==> config.mk <==
export PLATFORM = sky130hd
export DESIGN_NAME = pm_reset_seq
export DESIGN_NICKNAME = d
export VERILOG_FILES = /design/src/rtl/pm_rst_pkg.sv /design/src/rtl/pm_uvlo_sync.sv /design/src/rtl/pm_rst_fsm.sv /design/src/rtl/pm_cfg_regs.sv /design/src/rtl/pm_reset_seq.sv
export SDC_FILE = /design/constraint.sdc
export NUM_CORES = 1
export LEC_CHECK = 0
export BUFFER_PORTS_ARGS = -buffer_cell sky130_fd_sc_hd__buf_4
export CAP_MARGIN = 10
export CORE_ASPECT_RATIO = 0.7
export CORE_MARGIN = 2
export CORE_UTILIZATION = 25
export CTS_BUF_LIST = sky130_fd_sc_hd__clkbuf_2 sky130_fd_sc_hd__clkbuf_4 sky130_fd_sc_hd__clkbuf_8
export DETAILED_ROUTE_END_ITERATION = 10
export PLACE_DENSITY = 0.55
export SYNTH_ARGS = -nofsm -noshare
export SYNTH_HDL_FRONTEND = slang
export SYNTH_SLANG_ARGS = --single-unit
==> constraint.sdc <==
create_clock -name clk -period 2.95 [get_ports clk]
set_input_delay 0.1475 -clock clk [delete_from_list [all_inputs] [get_ports clk]]
set_output_delay 0.1475 -clock clk [all_outputs]
set_load 0.01 [all_outputs]
==> src/rtl/pm_rst_pkg.sv <==
package pm_rst_pkg;

    typedef enum logic [2:0] {
        ST_RUN,
        ST_CLEAR,
        ST_OTP_LOAD,
        ST_START,
        ST_UVLO_HOLD
    } seq_state_e;

    typedef struct packed {
        logic clear;    // force registers to defaults
        logic host_ok;  // host writes accepted
        logic otp_ok;   // OTP writes accepted
        logic active;   // enables and GPOs follow registers
    } seq_ctrl_t;

    localparam int unsigned DEF_MUL = 37;
    localparam int unsigned DEF_ADD = 5;

    function automatic logic [31:0] cfg_default(input int unsigned idx);
        return 32'(idx * DEF_MUL + DEF_ADD);
    endfunction

    function automatic seq_ctrl_t ctrl_of(input seq_state_e s);
        seq_ctrl_t c;
        c.clear   = (s == ST_CLEAR) || (s == ST_UVLO_HOLD);
        c.host_ok = (s == ST_RUN);
        c.otp_ok  = (s == ST_OTP_LOAD);
        c.active  = (s == ST_RUN) || (s == ST_START);
        return c;
    endfunction

endpackage

==> src/rtl/pm_uvlo_sync.sv <==
module pm_uvlo_sync #(
    parameter int SYNC_STAGES = 2
) (
    input  logic clk,
    input  logic rst,
    input  logic d,
    output logic q
);
    localparam int LAST = SYNC_STAGES - 1;

    logic [LAST:0] chain_q;

    generate
        if (SYNC_STAGES == 1) begin : g_one
            always_ff @(posedge clk) begin
                if (rst) chain_q <= '1;
                else     chain_q <= d;
            end
        end else begin : g_many
            always_ff @(posedge clk) begin
                if (rst) chain_q <= '1;
                else     chain_q <= {chain_q[LAST-1:0], d};
            end
        end
    endgenerate

    assign q = chain_q[LAST];
endmodule

==> src/rtl/pm_rst_fsm.sv <==
module pm_rst_fsm
    import pm_rst_pkg::*;
(
    input  logic       clk,
    input  logic       rst,
    input  logic       uvlo_s,
    input  logic       soft_req,
    input  logic       otp_done,
    output seq_state_e state,
    output seq_ctrl_t  ctrl
);
    seq_state_e state_q, state_d;
    logic       pend_q, pend_d;

    always_comb begin
        state_d = state_q;
        pend_d  = pend_q;
        if (uvlo_s) begin
            state_d = ST_UVLO_HOLD;
        end else begin
            unique case (state_q)
                ST_RUN: if (soft_req) begin
                    state_d = ST_CLEAR;
                    pend_d  = 1'b0;
                end
                ST_CLEAR:     state_d = ST_OTP_LOAD;
                ST_OTP_LOAD:  if (otp_done) state_d = pend_q ? ST_START : ST_RUN;
                ST_START: begin
                    state_d = ST_RUN;
                    pend_d  = 1'b0;
                end
                ST_UVLO_HOLD: begin
                    state_d = ST_CLEAR;
                    pend_d  = 1'b1;
                end
                default:      state_d = ST_UVLO_HOLD;
            endcase
        end
    end

    always_ff @(posedge clk) begin
        if (rst) begin
            state_q <= ST_UVLO_HOLD;
            pend_q  <= 1'b1;
        end else begin
            state_q <= state_d;
            pend_q  <= pend_d;
        end
    end

    assign state = state_q;
    assign ctrl  = ctrl_of(state_q);


    uvlo_prio_chk: assert property (@(posedge clk) disable iff (rst)
        uvlo_s |=> state_q == ST_UVLO_HOLD);


    soft_clear_chk: assert property (@(posedge clk) disable iff (rst)
        (state_q == ST_RUN && soft_req && !uvlo_s) |=> state_q == ST_CLEAR);


    soft_nostart_chk: assert property (@(posedge clk) disable iff (rst)
        (state_q == ST_OTP_LOAD && otp_done && !pend_q && !uvlo_s) |=> state_q == ST_RUN);
endmodule

==> src/rtl/pm_cfg_regs.sv <==
module pm_cfg_regs
    import pm_rst_pkg::*;
#(
    parameter int NUM_CFG = 4,
    parameter int DATA_W  = 8,
    parameter int ADDR_W  = $clog2(NUM_CFG)
) (
    input  logic              clk,
    input  logic              rst,
    input  logic              clear,
    input  logic              host_we,
    input  logic [ADDR_W-1:0] host_addr,
    input  logic [DATA_W-1:0] host_data,
    input  logic              otp_we,
    input  logic [ADDR_W-1:0] otp_addr,
    input  logic [DATA_W-1:0] otp_data,
    input  logic [ADDR_W-1:0] rd_addr,
    output logic [DATA_W-1:0] rd_data,
    output logic [DATA_W-1:0] en_reg,
    output logic [DATA_W-1:0] gpo_reg
);
    localparam int RST_IDX = NUM_CFG - 1;

    logic [NUM_CFG-1:0][DATA_W-1:0] mem;

    generate
        for (genvar g = 0; g < NUM_CFG; g++) begin : g_reg
            if (g == RST_IDX) begin : g_ctl
                assign mem[g] = '0;
            end else begin : g_store
                always_ff @(posedge clk) begin
                    if (rst || clear)
                        mem[g] <= DATA_W'(cfg_default(g));
                    else if (otp_we && otp_addr == ADDR_W'(g))
                        mem[g] <= otp_data;
                    else if (host_we && host_addr == ADDR_W'(g))
                        mem[g] <= host_data;
                end
            end
        end
    endgenerate

    always_comb begin
        rd_data = '0;
        if (int'(rd_addr) < NUM_CFG) rd_data = mem[rd_addr];
    end

    assign en_reg  = mem[0];
    assign gpo_reg = mem[1];


    regs_hold_chk: assert property (@(posedge clk) disable iff (rst)
        !(clear || otp_we || host_we) |=> $stable(mem));


    ctl_zero_chk: assert property (@(posedge clk) disable iff (rst)
        (rd_addr == ADDR_W'(RST_IDX)) |-> rd_data == '0);
endmodule

==> src/rtl/pm_reset_seq.sv <==
module pm_reset_seq
    import pm_rst_pkg::*;
#(
    parameter int NUM_CFG     = 4,
    parameter int DATA_W      = 8,
    parameter int NUM_REG     = 2,
    parameter int NUM_GPO     = 2,
    parameter int SYNC_STAGES = 2,
    parameter int ADDR_W      = $clog2(NUM_CFG)
) (
    input  logic               clk,
    input  logic               rst,
    input  logic               uvlo,
    input  logic               wr_en,
    input  logic [ADDR_W-1:0]  wr_addr,
    input  logic [DATA_W-1:0]  wr_data,
    input  logic [ADDR_W-1:0]  rd_addr,
    output logic [DATA_W-1:0]  rd_data,
    output logic               otp_req,
    input  logic               otp_wr,
    input  logic [ADDR_W-1:0]  otp_addr,
    input  logic [DATA_W-1:0]  otp_data,
    input  logic               otp_done,
    output logic [NUM_REG-1:0] reg_en,
    output logic [NUM_GPO-1:0] gpo,
    output logic               start_req
);
    localparam logic [ADDR_W-1:0] CTL_ADDR = ADDR_W'(NUM_CFG - 1);

    logic        uvlo_s;
    logic        soft_req;
    seq_state_e  state;
    seq_ctrl_t   ctrl;
    logic [DATA_W-1:0] en_reg, gpo_reg;

    pm_uvlo_sync #(.SYNC_STAGES(SYNC_STAGES)) u_sync (
        .clk(clk), .rst(rst), .d(uvlo), .q(uvlo_s)
    );

    assign soft_req = wr_en && (wr_addr == CTL_ADDR) && wr_data[0];

    pm_rst_fsm u_fsm (
        .clk(clk), .rst(rst), .uvlo_s(uvlo_s), .soft_req(soft_req),
        .otp_done(otp_done), .state(state), .ctrl(ctrl)
    );

    pm_cfg_regs #(.NUM_CFG(NUM_CFG), .DATA_W(DATA_W), .ADDR_W(ADDR_W)) u_regs (
        .clk(clk), .rst(rst), .clear(ctrl.clear),
        .host_we(ctrl.host_ok && wr_en), .host_addr(wr_addr), .host_data(wr_data),
        .otp_we(ctrl.otp_ok && otp_wr), .otp_addr(otp_addr), .otp_data(otp_data),
        .rd_addr(rd_addr), .rd_data(rd_data), .en_reg(en_reg), .gpo_reg(gpo_reg)
    );

    assign reg_en    = ctrl.active ? en_reg[NUM_REG-1:0]  : '0;
    assign gpo       = ctrl.active ? gpo_reg[NUM_GPO-1:0] : '0;
    assign otp_req   = ctrl.otp_ok;
    assign start_req = (state == ST_START);


    uvlo_outputs_chk: assert property (@(posedge clk) disable iff (rst)
        $past(uvlo_s) |-> (reg_en == '0 && gpo == '0));


    start_after_done_chk: assert property (@(posedge clk) disable iff (rst)
        start_req |-> $past(otp_done));


    start_pulse_chk: assert property (@(posedge clk) disable iff (rst)
        start_req |=> !start_req);
endmodule

==> summary by stage <==
Flow run
The tool flagged a number of max-cap violations equal to 0.

Synthesis
During synthesis, Yosys emitted a total of 0 warnings. After synthesis the cells add up to 1680 µm². In this run the biggest area consumer among cell types represents 35.74% of the synthesized area.

A synthesized cell averages 8.079 µm². Synthesis produced about 210 cells. The synthesized design spends more area on one cell type than any other, namely dfxtp_1.

The number of unique standard cell types used by synthesis is 40. The post-synth net total is 236. The leading register cell type out of synthesis is dfxtp_1.

After synthesis, the share of flip-flops with an asynchronous set or reset is 0%. The number of synthesized flops with an enable pin is 0. The count of state elements after synthesis is 30. Sequential elements use a little over a third of the synthesized area. By area the synthesized netlist is led by dfxtp_1, nor2_1, a311oi_1, mux2i_1, o21ai_0.

Power
Overall power consumption after layout is estimated at 850.4 µW. The proportion of power drawn by flip-flops and latches is 48.3%. Across the VDD grid, the largest voltage drop is 0.0001382 V. The internal power of the cells is 649.1 µW. Of the total power, the share spent switching nets is 23.67%.

The net switching power figure is slightly above 200 µW. The share of total power dissipated in combinational logic is a little over a tenth. Dividing total power by cell area gives a power density of 400.3 nW/µm². The clock network fraction of design power is 41.0%.

Summed over all cells, the static leakage comes to 0.0008257 µW.

Placement
The count of buffers added on input and output ports is 41. The last weighted congestion value of the routability-driven placer is 0.8267. The detailed placer's ending HPWL is 3655 µm. The worst setup slack before clock tree synthesis is 0.9297 ns.

STA
The clock skew is between 0.005 and 0.006 ns. Setup repair after global routing left no endpoint under its margin. The final count of pins violating max slew was 0. The routed design could run at a clock period as short as around 2 ns. The final worst setup slack is 0.9209 ns.

Setup violations remaining at the end of the flow were counted as 0. The number of hold violations in the final report is 0. For the pin with the worst max-slew slack, the measured transition is 0.7112 ns. The total negative setup slack is 0 ns.

Of the available clock period, the critical path in the final layout requires 68.78%. The headroom to the max-slew limit is 52.41%. Derived from the worst setup path, the maximum achievable clock frequency is approximately 490 MHz.

Critical path
STA puts the critical path data arrival time at ~1.9 ns. The setup slack of the worst register-to-register path is 0.93 ns. The required arrival time at the worst endpoint is about 2.8 ns. The largest fanout of any net on the critical path is 12. The kind of end point of the critical path is an output port. The critical path is of the register to output port type. The worst setup path is launched from a register.

Clock network
The total clock sinks is 30. The buffer count from post-CTS setup fixing is 0. CTS placed an instance of clkbuf_8 at the clock tree root. The maximum clock path buffer count is 2.

Post-CTS repair changed the size of 0 cells. For the worst-skew pair, the clock arrives at the later sink with an insertion delay of 0.28 ns. After clock tree synthesis, the clock-pin slew on the worst setup and hold paths is 0.06 ns.

CTS built an H-tree with a depth of 2. The number of CTS-inserted buffers is 5. Buffers inserted to repair hold after CTS numbered 0. The clock tree from TritonCTS is yes.

GRT
Global routing used 14.02% of the available tracks across all layers. For this run the aggregate overflow at the end of global routing stands at 0. The initial antenna violation count is 0.

The number of global-route vias before repair is 1,542. Entering global routing, the biggest net connects 15 pins. The global-route wire length before repair is between 7000 and 8000 µm.

Routing
For this run, design rule violations remaining after detail routing come to 0. In the final routed layout, each cell accounts on average for 14.79 µm. The routed wire length is 4968 µm.

Across all layers, the routed design uses 1,644 vias. The count of antenna-violating nets left after detailed routing is 0. The via count normalized by instance count is 4.893. For this run, the detailed router's first-pass iteration total came to 4.

After the first detailed-routing iteration, the DRC count stood at between 90 and 100.

Floorplan
The floorplan step set the die height to 72.60 µm. The cell row count is 24. The die is 102.0 µm wide. Pin placement for this block handled 42 I/O pins.

The placeable core region is 6366 µm². The initial standard-cell utilization of the core is 26.40%. The die area is 7404 µm².

Layout
The synthesis-to-layout area growth is 26.43%. The repair_antennas step left the layout with diodes totalling 0. Of the cells placed in the final design, the portion with a size suffix greater than 1 is 23.27%. The final layout contains 272 nets.

Hold path
In this run the worst hold path is classified as primary input to register.

Outcome
The flow ran to the end, and the final reports show no timing, DRC or antenna violations.
Yosys cell counts, types with 2 or more instances:
cell type	instances
a211oi_1	10
a221oi_1	2
a311oi_1	12
and2_1	7
and3_1	8
buf_2	3
buf_6	2
clkbuf_1	6
dfxtp_1	30
mux2i_1	10
nand2_1	24
nand3_1	12
nand3b_1	2
nor2_1	28
nor2b_1	6
nor3_1	2
nor3b_1	2
o21ai_0	18
or2_2	3
worst paths after layout:
| check | start | depth (start not counted) | end |
|---|---|---|---|
| min | uvlo | 2 | u_sync.chain_q[0] |
| max reg2reg | u_fsm.state[2] | 4 | u_regs.gpo_reg[5] |
| min reg2reg | u_sync.chain_q[0] | 1 | u_sync.chain_q[1] |
| max | u_fsm.state[0] | 4 | gpo[1] |
placed cells by master, fill, tap and decap left out, types with 8 or more instances in the layout:
cell,instances
a311oi_1,12
dfxtp_1,30
nor2_1,28
and3_1,8
mux2i_1,10
buf_4,43
o21ai_0,18
nand3_1,12
nand2_1,24
a211oi_1,10
per-layer routing:
layer / GRT usage (%) / vias up / part of all wire (%)
met5: 0 / - / 0
met4: 4.148 / 0 / 0.54
met3: 3.640 / 2 / 6.9
met2: 19.23 / 53 / 42
met1: 21.24 / 759 / 51
li1: - / 830 / -
power by group through the flow:
stage | Clock (µW) | Sequential (µW) | Combinational, µW
6_report | 349 | 411 | 90.7
5_1_grt | 377 | 411 | 98.5
4_1_cts | 358 | 411 | 91.1
3_5_place_dp | 0 | 420 | 90.9
3_3_place_gp | 0 | 420 | 90.8
2_1_floorplan | 0 | 418 | 36.0
cell families after synthesis:
kind of cell	share of synthesized area (%)
buf+inv	5.211
mux	5.957
compound gates	19.21
flops	35.74
xor+xnor	0.5213
simple gates	33.36
per-stage QoR:
stage               cells  cell area (µm²)  hold WS (ns)  util (%)
floorplan             208             1680        0.2246         -
global placement      328             2029        0.3377     31.88
detailed placement    328             2029        0.3407     31.88
CTS                   336             2125       0.05354     33.37
global route          336             2125       0.05918     33.37
finish                336             2125       0.05976     33.37
area by class of cell:
type / count / area, µm²
Clock buffer: 7 / 90.09
Timing Repair Buffer: 43 / 322.8
Clock inverter: 1 / 5.005
Tap cell: 91 / 113.9
Multi-Input combinational cell: 164 / 992.2
Fill cell: 679 / 4242
Sequential cell: 30 / 600.6
worst max-delay path, stage by stage, from the launching register on:
cell and delay (ns):
dfxtp_1 0.58, nor2b_1 0.11, nor3_1 0.57, and2_1 0.23, buf_4 0.12
Note: power is estimated with default switching activity, not from simulation.
